[src/rtl/pf_ce_guard.sv]
module pf_ce_guard #(
  parameter int unsigned DEFER_CYCLES   = 16,
  parameter int unsigned RECOVER_CYCLES = 10_000_000
) (
  input  logic clk,
  input  logic rst_n,
  input  logic host_ce_n,
  input  logic pwr_fail,
  output logic mem_ce_n,
  output logic wr_prot
);
  localparam int unsigned CNT_TOP = (DEFER_CYCLES > RECOVER_CYCLES) ? DEFER_CYCLES : RECOVER_CYCLES;
  localparam int unsigned CW      = $clog2(CNT_TOP + 1);
  localparam logic [CW-1:0] DEF_LAST = CW'(DEFER_CYCLES - 1);
  localparam logic [CW-1:0] REC_END  = CW'(RECOVER_CYCLES);

  typedef enum logic [1:0] {ST_NORMAL, ST_DEFER, ST_PROTECT, ST_RECOVER} st_t;

  st_t           st, st_nx;
  logic [CW-1:0] cnt, cnt_nx;
  logic          pf_meta, pf_sync;

  always_ff @(posedge clk or negedge rst_n)
    if (!rst_n) begin
      pf_meta <= 1'b0;
      pf_sync <= 1'b0;
    end else begin
      pf_meta <= pwr_fail;
      pf_sync <= pf_meta;
    end

  always_comb begin
    st_nx  = st;
    cnt_nx = cnt;
    unique case (st)
      ST_NORMAL:
        if (pf_sync) begin
          cnt_nx = '0;
          st_nx  = host_ce_n ? ST_PROTECT : ST_DEFER;
        end
      ST_DEFER:
        if (host_ce_n || cnt == DEF_LAST) st_nx = ST_PROTECT;
        else cnt_nx = cnt + 1'b1;
      ST_PROTECT:
        if (!pf_sync) begin
          st_nx  = ST_RECOVER;
          cnt_nx = '0;
        end
      ST_RECOVER:
        if (pf_sync) st_nx = ST_PROTECT;
        else if (cnt != REC_END) cnt_nx = cnt + 1'b1;
        else if (host_ce_n) st_nx = ST_NORMAL;
      default: st_nx = ST_PROTECT;
    endcase
  end

  always_ff @(posedge clk or negedge rst_n)
    if (!rst_n) begin
      st  <= ST_RECOVER;
      cnt <= '0;
    end else begin
      st  <= st_nx;
      cnt <= cnt_nx;
    end

  wire gate_open = (st == ST_NORMAL) || (st == ST_DEFER);
  assign mem_ce_n = gate_open ? host_ce_n : 1'b1;
  assign wr_prot  = !gate_open;
endmodule

[config.mk]
export PLATFORM = sky130hd
export DESIGN_NAME = pf_ce_guard
export DESIGN_NICKNAME = d
export VERILOG_FILES = /design/src/rtl/pf_ce_guard.sv
export SDC_FILE = /design/constraint.sdc
export NUM_CORES = 1
export LEC_CHECK = 0
export BUFFER_PORTS_ARGS = -buffer_cell sky130_fd_sc_hd__buf_2
export CAP_MARGIN = 20
export CORE_ASPECT_RATIO = 0.8
export CORE_MARGIN = 2
export CORE_UTILIZATION = 45
export CTS_BUF_LIST = sky130_fd_sc_hd__clkbuf_8
export CTS_CLUSTER_DIAMETER = 80
export CTS_CLUSTER_SIZE = 25
export DETAILED_ROUTE_END_ITERATION = 8
export GPL_ROUTABILITY_DRIVEN = 0
export RECOVER_POWER = 100
export SYNTH_ARGS = -nofsm -noshare
export SYNTH_HDL_FRONTEND = slang
export SYNTH_SLANG_ARGS = --single-unit
[constraint.sdc]
create_clock -name clk -period 3.9 [get_ports clk]
set_input_delay 0.195 -clock clk [delete_from_list [all_inputs] [get_ports clk]]
set_output_delay 0.195 -clock clk [all_outputs]
set_load 0.02 [all_outputs]
# After elaboration in Yosys (flattened, before gate mapping)
# Cells that the tools add are included.
[word_totals] output_inout_bits=2 in_bits=4 register_bits=28 word_cells=39
[op_classes] eq_ne=13 reduce_logical=6 addsub=1 mux=15
[op_table] operator="2-to-1 mux 24 bit" count=5
[op_table] operator="one-hot mux 24 bit (4 select lines)" count=1
[op_table] operator="adder 24 x 1 -> 24 bit (second input constant)" count=1
[op_table] operator="== test 24 x 4 -> 1 bit (second input constant)" count=1
[op_table] operator="!= test 24 bit (second input constant)" count=1
[op_table] operator="2-to-1 mux 2 bit" count=7
[op_table] operator="!= test 2 bit (second input constant)" count=6
[op_table] operator="AND reduction 5 bit" count=2
[op_table] operator="one-hot mux 2 bit (4 select lines)" count=1
[op_table] operator="!= test 3 bit (second input constant)" count=2
[op_table] operator="== test 2 bit (second input constant)" count=2
[op_table] operator="== test 2 x 1 -> 1 bit (second input constant)" count=1
[op_table] operator="logical NOT 2 bit" count=1
[op_table] operator="logical OR 1 bit" count=2
[op_table] operator="logical NOT 1 bit" count=1
[op_table] operator="2-to-1 mux 1 bit" count=1

# Depth between registers and ports, before layout
# Gate-level depths: netlist of run 1.
[depth] depth_word=4 mapped_depth=9

# Worst setup path after synthesis of run 1
# No wires, ideal clock.
[synth_timing] kind="register to register" from="register cnt[0]" to="register cnt[22]" stages_incl_launch_ff=9 slack_ps=1540 arrival_time_ps=2234 cell_sequence="dfrtp_1 > inv_1 > ha_1 > or3b_1 > or4_4 > or2_0 > a32o_1 > buf_6 > a221o_1"
[synth_via] elab_chain_cells=4 elab_cells_between_ends=11 cone_classes="add/sub: 1; eq/ne: 4; mux: 4; reduce/logical: 2"
[synth_rtl] element="from (decl)" line_no="20" source="logic [CW-1:0] cnt, cnt_nx;"
[synth_rtl] element="from (signal assigned)" line_no="63" source="cnt <= cnt_nx;"
[synth_rtl] element="adder 24 x 1 -> 24 bit or == test 24 x 4 -> 1 bit (tied branches)" line_no="43, 51, 42"
[synth_rtl] element="2-to-1 mux 24 bit or logical OR 1 bit (tied branches)" line_no="51, 42"
[synth_rtl] element="2-to-1 mux 24 bit or != test 2 bit (tied branches)"
[synth_rtl] element="one-hot mux 24 bit (4 select lines) or AND reduction 5 bit (tied branches)"
# Several ways; a longest one is shown, not always the timed one. The select of a mux whose other input is x is not followed.
# A chain may end at the register's enable or synchronous reset.

# Final worst setup path of run 1
[layout_timing] from="register cnt[0]" to="register cnt[17]"
# Same word-level chain as after synthesis.

==> impl_metrics.env, run 1 <==
export IMPL_status="finished, violations left"
export IMPL_violations="max-capacitance violations, max-slew violations"
export IMPL_io_buffers=5
export IMPL_finalWirelength_um=4430
export IMPL_synth_sequential_area_ratio=0.409
export IMPL_finalCriticalPeriod_ps=2990
export IMPL_period_share=0.766
export IMPL_ys_ff_latch=28
export IMPL_report_final_setup_viol=0
export IMPL_grt_pass1_wl_um=7310
export IMPL_layout_commonest_cell="dfrtp_1"
export IMPL_synth_edff_count=0
export IMPL_path_class="register to register"
export IMPL_synthSimpleGateAreaFrac=0.288
export IMPL_nFillCells=366
export IMPL_finalWorstSetupSlack_ps=912
export IMPL_synthXorXnorAreaFrac=0
export IMPL_grt_max_degree=29
export IMPL_antenna_found_initial=0
export IMPL_synth_compound_area_share=0.235
export IMPL_clkTransAtPathRegs_ps=90
export IMPL_tns_ps=0
export IMPL_num_rows=20
export IMPL_initial_utilization=0.461
export IMPL_rsz0062_at_grt="false"
export IMPL_layout_common_cells="dfrtp_1, nand2_1, nor2_1, a21oi_1"
export IMPL_hold_viol=0
export IMPL_fin_util=0.482
export IMPL_timing_max_cap_violations=1
export IMPL_cts_tree="done"
export IMPL_postSynthCellCount=207
export IMPL_ys_types=42
export IMPL_synth_nets=213
export IMPL_cp_required_ps=4100
export IMPL_antenna_left=0
export IMPL_peakVddDrop_uv=224
export IMPL_grt_pass1_vias=1513
export IMPL_drt_first_pass_iters=4
export IMPL_end_kind="register"
export IMPL_wl_per_cell_um=17.7
export IMPL_antenna_cells=0
export IMPL_fmax_ghz=0.335
export IMPL_ys_flop_type="dfrtp_1"
export IMPL_place_hpwl_um=3090
export IMPL_synthArstFlopShare=1.00
export IMPL_dr_first_iter_drc_count=122
export IMPL_cts_root_buf="clkbuf_8"
export IMPL_drive_gt1_frac=0.0534
export IMPL_startpoint="cnt[0]"
export IMPL_cp_max_fo=7
export IMPL_cts_buffers=3
export IMPL_htree_levels=1
export IMPL_core_area_mm2=0.00373
export IMPL_cp_arrival_ps=3190
export IMPL_synth_area_mm2=0.00172
export IMPL_die_height_um=59.3
export IMPL_area_growth_syn_to_layout_pct=4.58
export IMPL_yosysWarnings=0
export IMPL_fp_dieW_um=73.1
export IMPL_drc=0
export IMPL_ioPinCount=6
export IMPL_finalInstanceArea_mm2=0.00180
export IMPL_finalPower_mw=0.618
export IMPL_hold_start="pwr_fail"
export IMPL_pre_cts_slack_ps=1230
export IMPL_placed_area_mm2=0.00175
export IMPL_grt_usage=0.220
export IMPL_slew_limit_headroom=-0.0211
export IMPL_grt_overflow=0
export IMPL_clock_sinks=28
export IMPL_hp_class="input port to register"
export IMPL_clock_latency_ps=280
export IMPL_r2r_start="cnt[0]"
export IMPL_clk_path_buf_depth=2
export IMPL_synth_top_family_by_area="simple AND/OR/NAND/NOR gates"
export IMPL_final_max_slew_viol_count=29
export IMPL_viasPerCell=6.66
export IMPL_critPathLaunchType="register"
export IMPL_syn_area_per_cell_um2=8.31
export IMPL_fin_worst_skew_ps=5.99
export IMPL_num_nets_final=213
export IMPL_synthMuxAreaShare=0.00655
export IMPL_synth_fa_ha_area_frac=0.0146
export IMPL_leakage_nw=0.729
export IMPL_worst_pin_slew_ps=1530
export IMPL_fp_dieArea_mm2=0.00433
export IMPL_vias=1664
export IMPL_powerDensity_mw_per_mm2=344
==> stage by stage <==
| stage | instances | hold slack, ps |
|---|---|---|
| floorplan | 207 | -101 |
| global route | 250 | 6.74 |
| detailed placement | 245 | 256 |
| CTS | 250 | 17.2 |
| finish | 250 | 21.4 |
| global placement | 245 | 247 |
==> layout make-up <==
class                   instances  area, um2  share of cell area
well taps                      44       55.1              0.0306
clock buffers                   4       55.1              0.0306
multi-input cells             160        922               0.513
inverters                       8       30.0              0.0167
repair buffers                  6       32.5              0.0181
flip-flops and latches         28        703               0.391
==> Yosys cell counts (all sizes together) (2+ instances only) <==
cell type,count,area [um2]
nand4b,2,17.5
a31oi,10,62.6
clkbuf,9,33.8
o21ai,9,52.6
a211o,2,17.5
nor3b,2,15.0
or3,2,12.5
dfrtp,26,651
nor4,5,31.3
nand2,24,92.6
nor3,9,45.0
nand3,10,50.1
a221o,2,20.0
a41oi,4,35.0
a41o,3,30.0
nand4,9,56.3
o211ai,4,30.0
and2,3,18.8
ha,2,25.0
and3,7,43.8
or2,2,12.5
nor2,19,71.3
buf,2,16.3
dfstp,2,52.6
a21oi,19,98.9
inv,8,30.0
==> worst paths after layout <==
path,to,slack (ps),depth (start not counted)
min reg2reg,pf_sync,390,0
min in group asynchronous,cnt[9],810,2
max in group asynchronous,cnt[16],2190,2
max,cnt[17],910,8
max reg2reg,cnt[17],910,8
min,pf_meta,20,1
==> flip-flops by register name (all words and copies together) (netlist names) <==
register  flops
st            2
pf_sync       1
pf_meta       1
cnt          24
==> kinds of logic (layout without fill, tap and decap cells) <==
group,count (synthesis),count (layout)
AND/OR/NAND/NOR,97,97
buffers and inverters,19,18
multiplexers,1,1
AO/OA/AOI/OAI,60,60
adder cells (fa/ha/maj),2,2
flip-flops,28,28
==> what timing repair did <==
| item | 4_1_cts | 5_1_grt |
|---|---|---|
| setup endpoints to repair | 0 | 0 |
| hold buffers | 1 | 0 |
| gates resized for setup | 0 | 0 |
| setup buffers | 0 | 0 |
| hold endpoints to repair | 26 | 0 |
==> routing by layer <==
layer  vias to the layer above  track usage  wire, um
met5                         -            0         0
met4                         0       0.0688        51
met3                         8       0.0425       328
met2                        67        0.315      1970
met1                       813        0.333      2080
li1                        776            -         -
==> report_power, final <==
| group | internal (mW) | switching [mW] |
|---|---|---|
| sequential | 0.313 | 0.0425 |
| clock | 0.0905 | 0.0911 |
| combinational | 0.0346 | 0.0468 |
==> critical path, stage by stage (launching register included) <==
cell and delay, ps:
dfrtp_1 430, inv_1 100, ha_1 140, or3b_1 350
or4_1 440, o21ai_0 420, and2_0 450, a21oi_1 310
a31oi_1 260
(Power assumes the default switching activity.)
==> run 2: changes to the inputs <==
==> constraint.sdc (replaced) <==
create_clock -name clk -period 3 [get_ports clk]
set_input_delay 0.15 -clock clk [delete_from_list [all_inputs] [get_ports clk]]
set_output_delay 0.15 -clock clk [all_outputs]
set_load 0.02 [all_outputs]
==> run 2 against run 1 <==
The run still ends with max-capacitance violations, max-slew violations left. Global-route usage down 0.56 points. Critical path type unchanged. Setup slack worse by 590 ps. Core utilization up 1.0 points. Sequential share of layout area down 0.80 points. Die area unchanged. Highest routed layer unchanged.
==> impl_metrics.env, run 2 (synthesis results as in run 1) <==
export IMPL_nFillCells=373
export IMPL_powerDensity_mw_per_mm2=426
export IMPL_initial_utilization=0.461
export IMPL_path_class="register to register"
export IMPL_slew_limit_headroom=-0.0350
export IMPL_hold_buffers=2
export IMPL_fin_worst_skew_ps=1.11
export IMPL_area_growth_syn_to_layout_pct=6.77
export IMPL_grt_pass1_wl_um=7070
export IMPL_final_max_slew_viol_count=29
export IMPL_wl_per_cell_um=16.9
export IMPL_layout_commonest_cell="dfrtp_1"
export IMPL_tns_ps=0
export IMPL_hp_class="input port to register"
export IMPL_ioPinCount=6
export IMPL_fmax_ghz=0.373
export IMPL_clk_path_buf_depth=2
export IMPL_violations="max-capacitance violations, max-slew violations"
export IMPL_clkTransAtPathRegs_ps=90
export IMPL_report_final_setup_viol=0
export IMPL_cp_arrival_ps=2850
export IMPL_fp_dieArea_mm2=0.00433
export IMPL_antenna_left=0
export IMPL_end_kind="register"
export IMPL_grt_usage=0.215
export IMPL_gr_usage_met2=0.322
export IMPL_htree_levels=1
export IMPL_fp_dieW_um=73.1
export IMPL_antenna_cells=0
export IMPL_hold_viol=0
export IMPL_status="finished, violations left"
export IMPL_clock_latency_ps=280
export IMPL_cts_tree="done"
export IMPL_worst_pin_slew_ps=1550
export IMPL_place_hpwl_um=3140
export IMPL_drt_first_pass_iters=4
export IMPL_layout_common_cells="dfrtp_1, nand2_1, nor2_1"
export IMPL_rsz0062_at_grt="false"
export IMPL_io_buffers=5
export IMPL_grt_pass1_vias=1437
export IMPL_post_cts_resized=0
export IMPL_grt_busiest_layer="met2"
export IMPL_cts_buffers=3
export IMPL_period_share=0.893
export IMPL_core_area_mm2=0.00373
export IMPL_top_regs="cnt x24, st x2"
export IMPL_die_height_um=59.3
export IMPL_cp_max_fo=14
export IMPL_timing_max_cap_violations=1
export IMPL_cp_required_ps=3170
export IMPL_critPathLaunchType="register"
export IMPL_largest_reg_flops=24
export IMPL_grt_use_met1=0.318
export IMPL_finalWirelength_um=4310
export IMPL_num_nets_final=218
export IMPL_finalCriticalPeriod_ps=2680
export IMPL_fin_util=0.492
export IMPL_drc=0
export IMPL_vias=1601
export IMPL_drive_gt1_frac=0.0758
export IMPL_viasPerCell=6.28
export IMPL_clock_sinks=28
export IMPL_postCtsSetupBuffers=0
export IMPL_largest_register="cnt"
export IMPL_cts_root_buf="clkbuf_8"
export IMPL_num_rows=20
export IMPL_antenna_found_initial=0
export IMPL_peakVddDrop_uv=182
export IMPL_grt_max_degree=29
export IMPL_dr_first_iter_drc_count=139
export IMPL_use_met3=0.0374
export IMPL_leakage_nw=0.753
export IMPL_grt_overflow=0
run 2: final timing paths:
check / startpoint / end / cells after the start / slack (ps)
worst max-delay path: cnt[0] / cnt[22] / 8 / 320
worst min-delay path: host_ce_n / st[1] / 2 / 70
worst max register to register: cnt[0] / cnt[22] / 8 / 320
worst min register to register: pf_meta / pf_sync / 0 / 360
max in group asynchronous: rst_n / cnt[16] / 2 / 1320
min in group asynchronous: rst_n / cnt[9] / 2 / 780
run 2: metrics by stage:
stage               total power, mW  area (um2)  hold slack, ps  cells  setup WS [ps]
CTS                           0.791        1840            61.8    255            348
floorplan                     0.534        1720            -146    207            640
detailed placement            0.576        1780             220    249            355
global route                  0.823        1840            71.5    255            161
finish                        0.782        1840            74.0    255            321
global placement              0.572        1780             203    249            408
run 2: area by class of cell:
| cell class | count | area, um2 | share of cell area |
|---|---|---|---|
| Sequential cell | 28 | 703 | 0.383 |
| Timing Repair Buffer | 11 | 72.6 | 0.0395 |
| Inverter | 8 | 30.0 | 0.0164 |
| Tap cell | 44 | 55.1 | 0.0300 |
| Multi-Input combinational cell | 160 | 930 | 0.506 |
| Clock buffer | 3 | 41.3 | 0.0225 |
| Clock inverter | 1 | 3.75 | 0.00204 |
run 2: power breakdown:
part	internal, mW	switching [mW]
sequential	0.407	0.0488
combinational	0.0484	0.0662
clock	0.0922	0.120
run 2: metal layers:
layer	wire (um)	up-vias
met1	2130	763
met5	0	-
met3	215	5
met4	41	0
li1	-	793
met2	1930	40
run 2: critical path: stages (launching register included):
cell,delay (ps)
dfrtp_1,430
inv_1,100
ha_1,130
or3b_1,330
or4_1,470
or2_0,250
a32o_1,370
and3_1,240
a221o_1,250
==> run 3: changes to the inputs <==
--- a/config.mk
+++ b/config.mk
@@ -9,12 +9,13 @@
 export CAP_MARGIN = 20
 export CORE_ASPECT_RATIO = 0.8
 export CORE_MARGIN = 2
-export CORE_UTILIZATION = 45
+export CORE_UTILIZATION = 40
 export CTS_BUF_LIST = sky130_fd_sc_hd__clkbuf_8
 export CTS_CLUSTER_DIAMETER = 80
 export CTS_CLUSTER_SIZE = 25
 export DETAILED_ROUTE_END_ITERATION = 8
 export GPL_ROUTABILITY_DRIVEN = 0
+export GPL_TIMING_DRIVEN = 0
 export RECOVER_POWER = 100
 export SYNTH_ARGS = -nofsm -noshare
 export SYNTH_HDL_FRONTEND = slang
==> constraint.sdc (replaced) <==
create_clock -name clk -period 3 [get_ports clk]
set_input_delay 0 -clock clk [delete_from_list [all_inputs] [get_ports clk]]
set_output_delay 0 -clock clk [all_outputs]
set_load 0.02 [all_outputs]
==> run 3 against run 2 <==
The flow still finishes with violations (max-capacitance violations, max-slew violations). Core utilization down 3.8 points. Flip-flop and latch count unchanged. First-iteration DRC count up 32%. Sequential power down 1%. Global-route usage decreased by 0.52 points. Worst hold slack better by 290 ps. Non-clock buffer count is 8 higher. Via count grew 4.2%. Largest cell class unchanged.
==> impl_metrics.env, run 3 (synthesis results as in run 1) <==
export IMPL_status="finished, violations left"
export IMPL_violations="max-capacitance violations, max-slew violations"
export IMPL_grt_use_met1=0.313
export IMPL_drt_first_pass_iters=4
export IMPL_grt_pass1_vias=1595
export IMPL_swShare=0.297
export IMPL_final_max_slew_viol_count=29
export IMPL_power_switching_mw=0.243
export IMPL_holdWs_ps=360
export IMPL_antenna_cells=0
export IMPL_drc=0
export IMPL_grt_max_degree=29
export IMPL_viasPerCell=6.05
export IMPL_cts_buffers=3
export IMPL_hp_class="input port to register"
export IMPL_critPathLaunchType="register"
export IMPL_ioPinCount=6
export IMPL_grt_pass1_wl_um=7860
export IMPL_finalPower_mw=0.819
export IMPL_hold_viol=0
export IMPL_antenna_left=0
export IMPL_top_regs="cnt x24, st x2"
export IMPL_powerDensity_mw_per_mm2=434
export IMPL_fmax_ghz=0.374
export IMPL_r2r_end="cnt[12]"
export IMPL_dp_cells=269
export IMPL_fp_dieW_um=77.3
export IMPL_placed_area_mm2=0.00182
export IMPL_core_area_mm2=0.00415
export IMPL_htree_levels=1
export IMPL_die_height_um=62.6
export IMPL_largest_reg_flops=24
export IMPL_place_hpwl_um=3320
export IMPL_io_buffers=5
export IMPL_finalWirelength_um=4660
export IMPL_gr_usage_met2=0.298
export IMPL_tns_ps=0
export IMPL_cts_tree="done"
export IMPL_wl_per_cell_um=16.9
export IMPL_cts_root_buf="clkbuf_8"
export IMPL_vias=1669
export IMPL_cp_max_fo=10
export IMPL_drive_gt1_frac=0.0639
export IMPL_rsz0062_at_grt="false"
export IMPL_timing_max_cap_violations=1
export IMPL_layout_common_cells="dfrtp_1, nand2_1, nor2_1, a21oi_1, clkbuf_1"
export IMPL_holdPathStages=2
export IMPL_cp_arrival_ps=2890
export IMPL_fin_util=0.454
export IMPL_clk_path_buf_depth=2
export IMPL_worst_pin_slew_ps=1580
export IMPL_area_growth_syn_to_layout_pct=9.75
export IMPL_fin_worst_skew_ps=4.04
export IMPL_cp_required_ps=3210
export IMPL_grt_busiest_layer="met1"
export IMPL_largest_register="cnt"
export IMPL_slew_limit_headroom=-0.0557
export IMPL_finalInstanceArea_mm2=0.00189
export IMPL_leakage_nw=0.763
export IMPL_p_int_mw=0.576
export IMPL_finalWorstSetupSlack_ps=324
export IMPL_reg2reg_slack_ps=320
export IMPL_fin_cells=276
export IMPL_p_seq_frac=0.549
export IMPL_path_class="register to register"
export IMPL_num_rows=21
export IMPL_finalCriticalPeriod_ps=2680
export IMPL_grt_usage=0.209
export IMPL_grt_overflow=0
export IMPL_pre_cts_slack_ps=414
export IMPL_dr_first_iter_drc_count=183
export IMPL_antenna_found_initial=0
export IMPL_layout_commonest_cell="dfrtp_1"
export IMPL_clock_power_share=0.291
export IMPL_use_met3=0.0390
export IMPL_nFillCells=429
export IMPL_clock_latency_ps=280
export IMPL_peakVddDrop_uv=224
export IMPL_initial_utilization=0.414
export IMPL_num_nets_final=226
export IMPL_hold_start="pwr_fail"
export IMPL_min_to="pf_meta"
export IMPL_r2r_start="cnt[0]"
export IMPL_report_final_setup_viol=0
export IMPL_comb_power_share=0.159
export IMPL_end_kind="register"
export IMPL_fp_dieArea_mm2=0.00484
export IMPL_period_share=0.892
export IMPL_post_cts_resized=0
export IMPL_clkTransAtPathRegs_ps=100
export IMPL_clock_sinks=28
export IMPL_worstRegToRegCells=8
==> run 3: critical path: stages, from the launching register on <==
cell       delay (ps)
dfrtp_1           440
inv_1             110
ha_1              160
or3b_1            360
or4_1             470
o21ai_2           220
nand2_1           290
o21ai_2           360
a2bb2oi_1         210
==> run 3: timing repair <==
action	CTS	global route
buffers inserted	0	0
hold buffers	3	0
endpoints found under the hold margin	28	0
==> run 3: power by group through the flow <==
stage	Clock (mW)	Combinational, mW	Sequential, mW
2_1_floorplan	0	0.0913	0.443
3_3_place_gp	0	0.128	0.456
3_5_place_dp	0	0.129	0.456
4_1_cts	0.250	0.133	0.449
5_1_grt	0.266	0.147	0.455
6_report	0.238	0.131	0.450
==> run 3: cell type report <==
class                   instances  area [um2]  share of cell area
plain buffers                  11        50.0              0.0265
clock buffers                   4        55.1              0.0292
inverters                       8        30.0              0.0159
multi-input cells             160         926               0.491
flip-flops and latches         28         703               0.373
well taps                      57        71.3              0.0378
repair buffers                  8        51.3              0.0272
==> run 3: metal layers <==
layer | wire (um) | part of all wire
met4 | 55 | 0.012
met3 | 344 | 0.074
met5 | 0 | 0
met2 | 1940 | 0.42
met1 | 2320 | 0.50
==> run 3: worst max path at each step <==
stage	start	to	slack, ps	cells after the start
2_1_floorplan	cnt[0]	cnt[22]	640	8
3_3_place_gp	cnt[0]	cnt[22]	430	8
3_5_place_dp	cnt[0]	cnt[22]	410	8
4_1_cts	cnt[0]	cnt[22]	400	8
5_1_grt	cnt[0]	cnt[22]	170	8
6_report	cnt[0]	cnt[12]	320	8
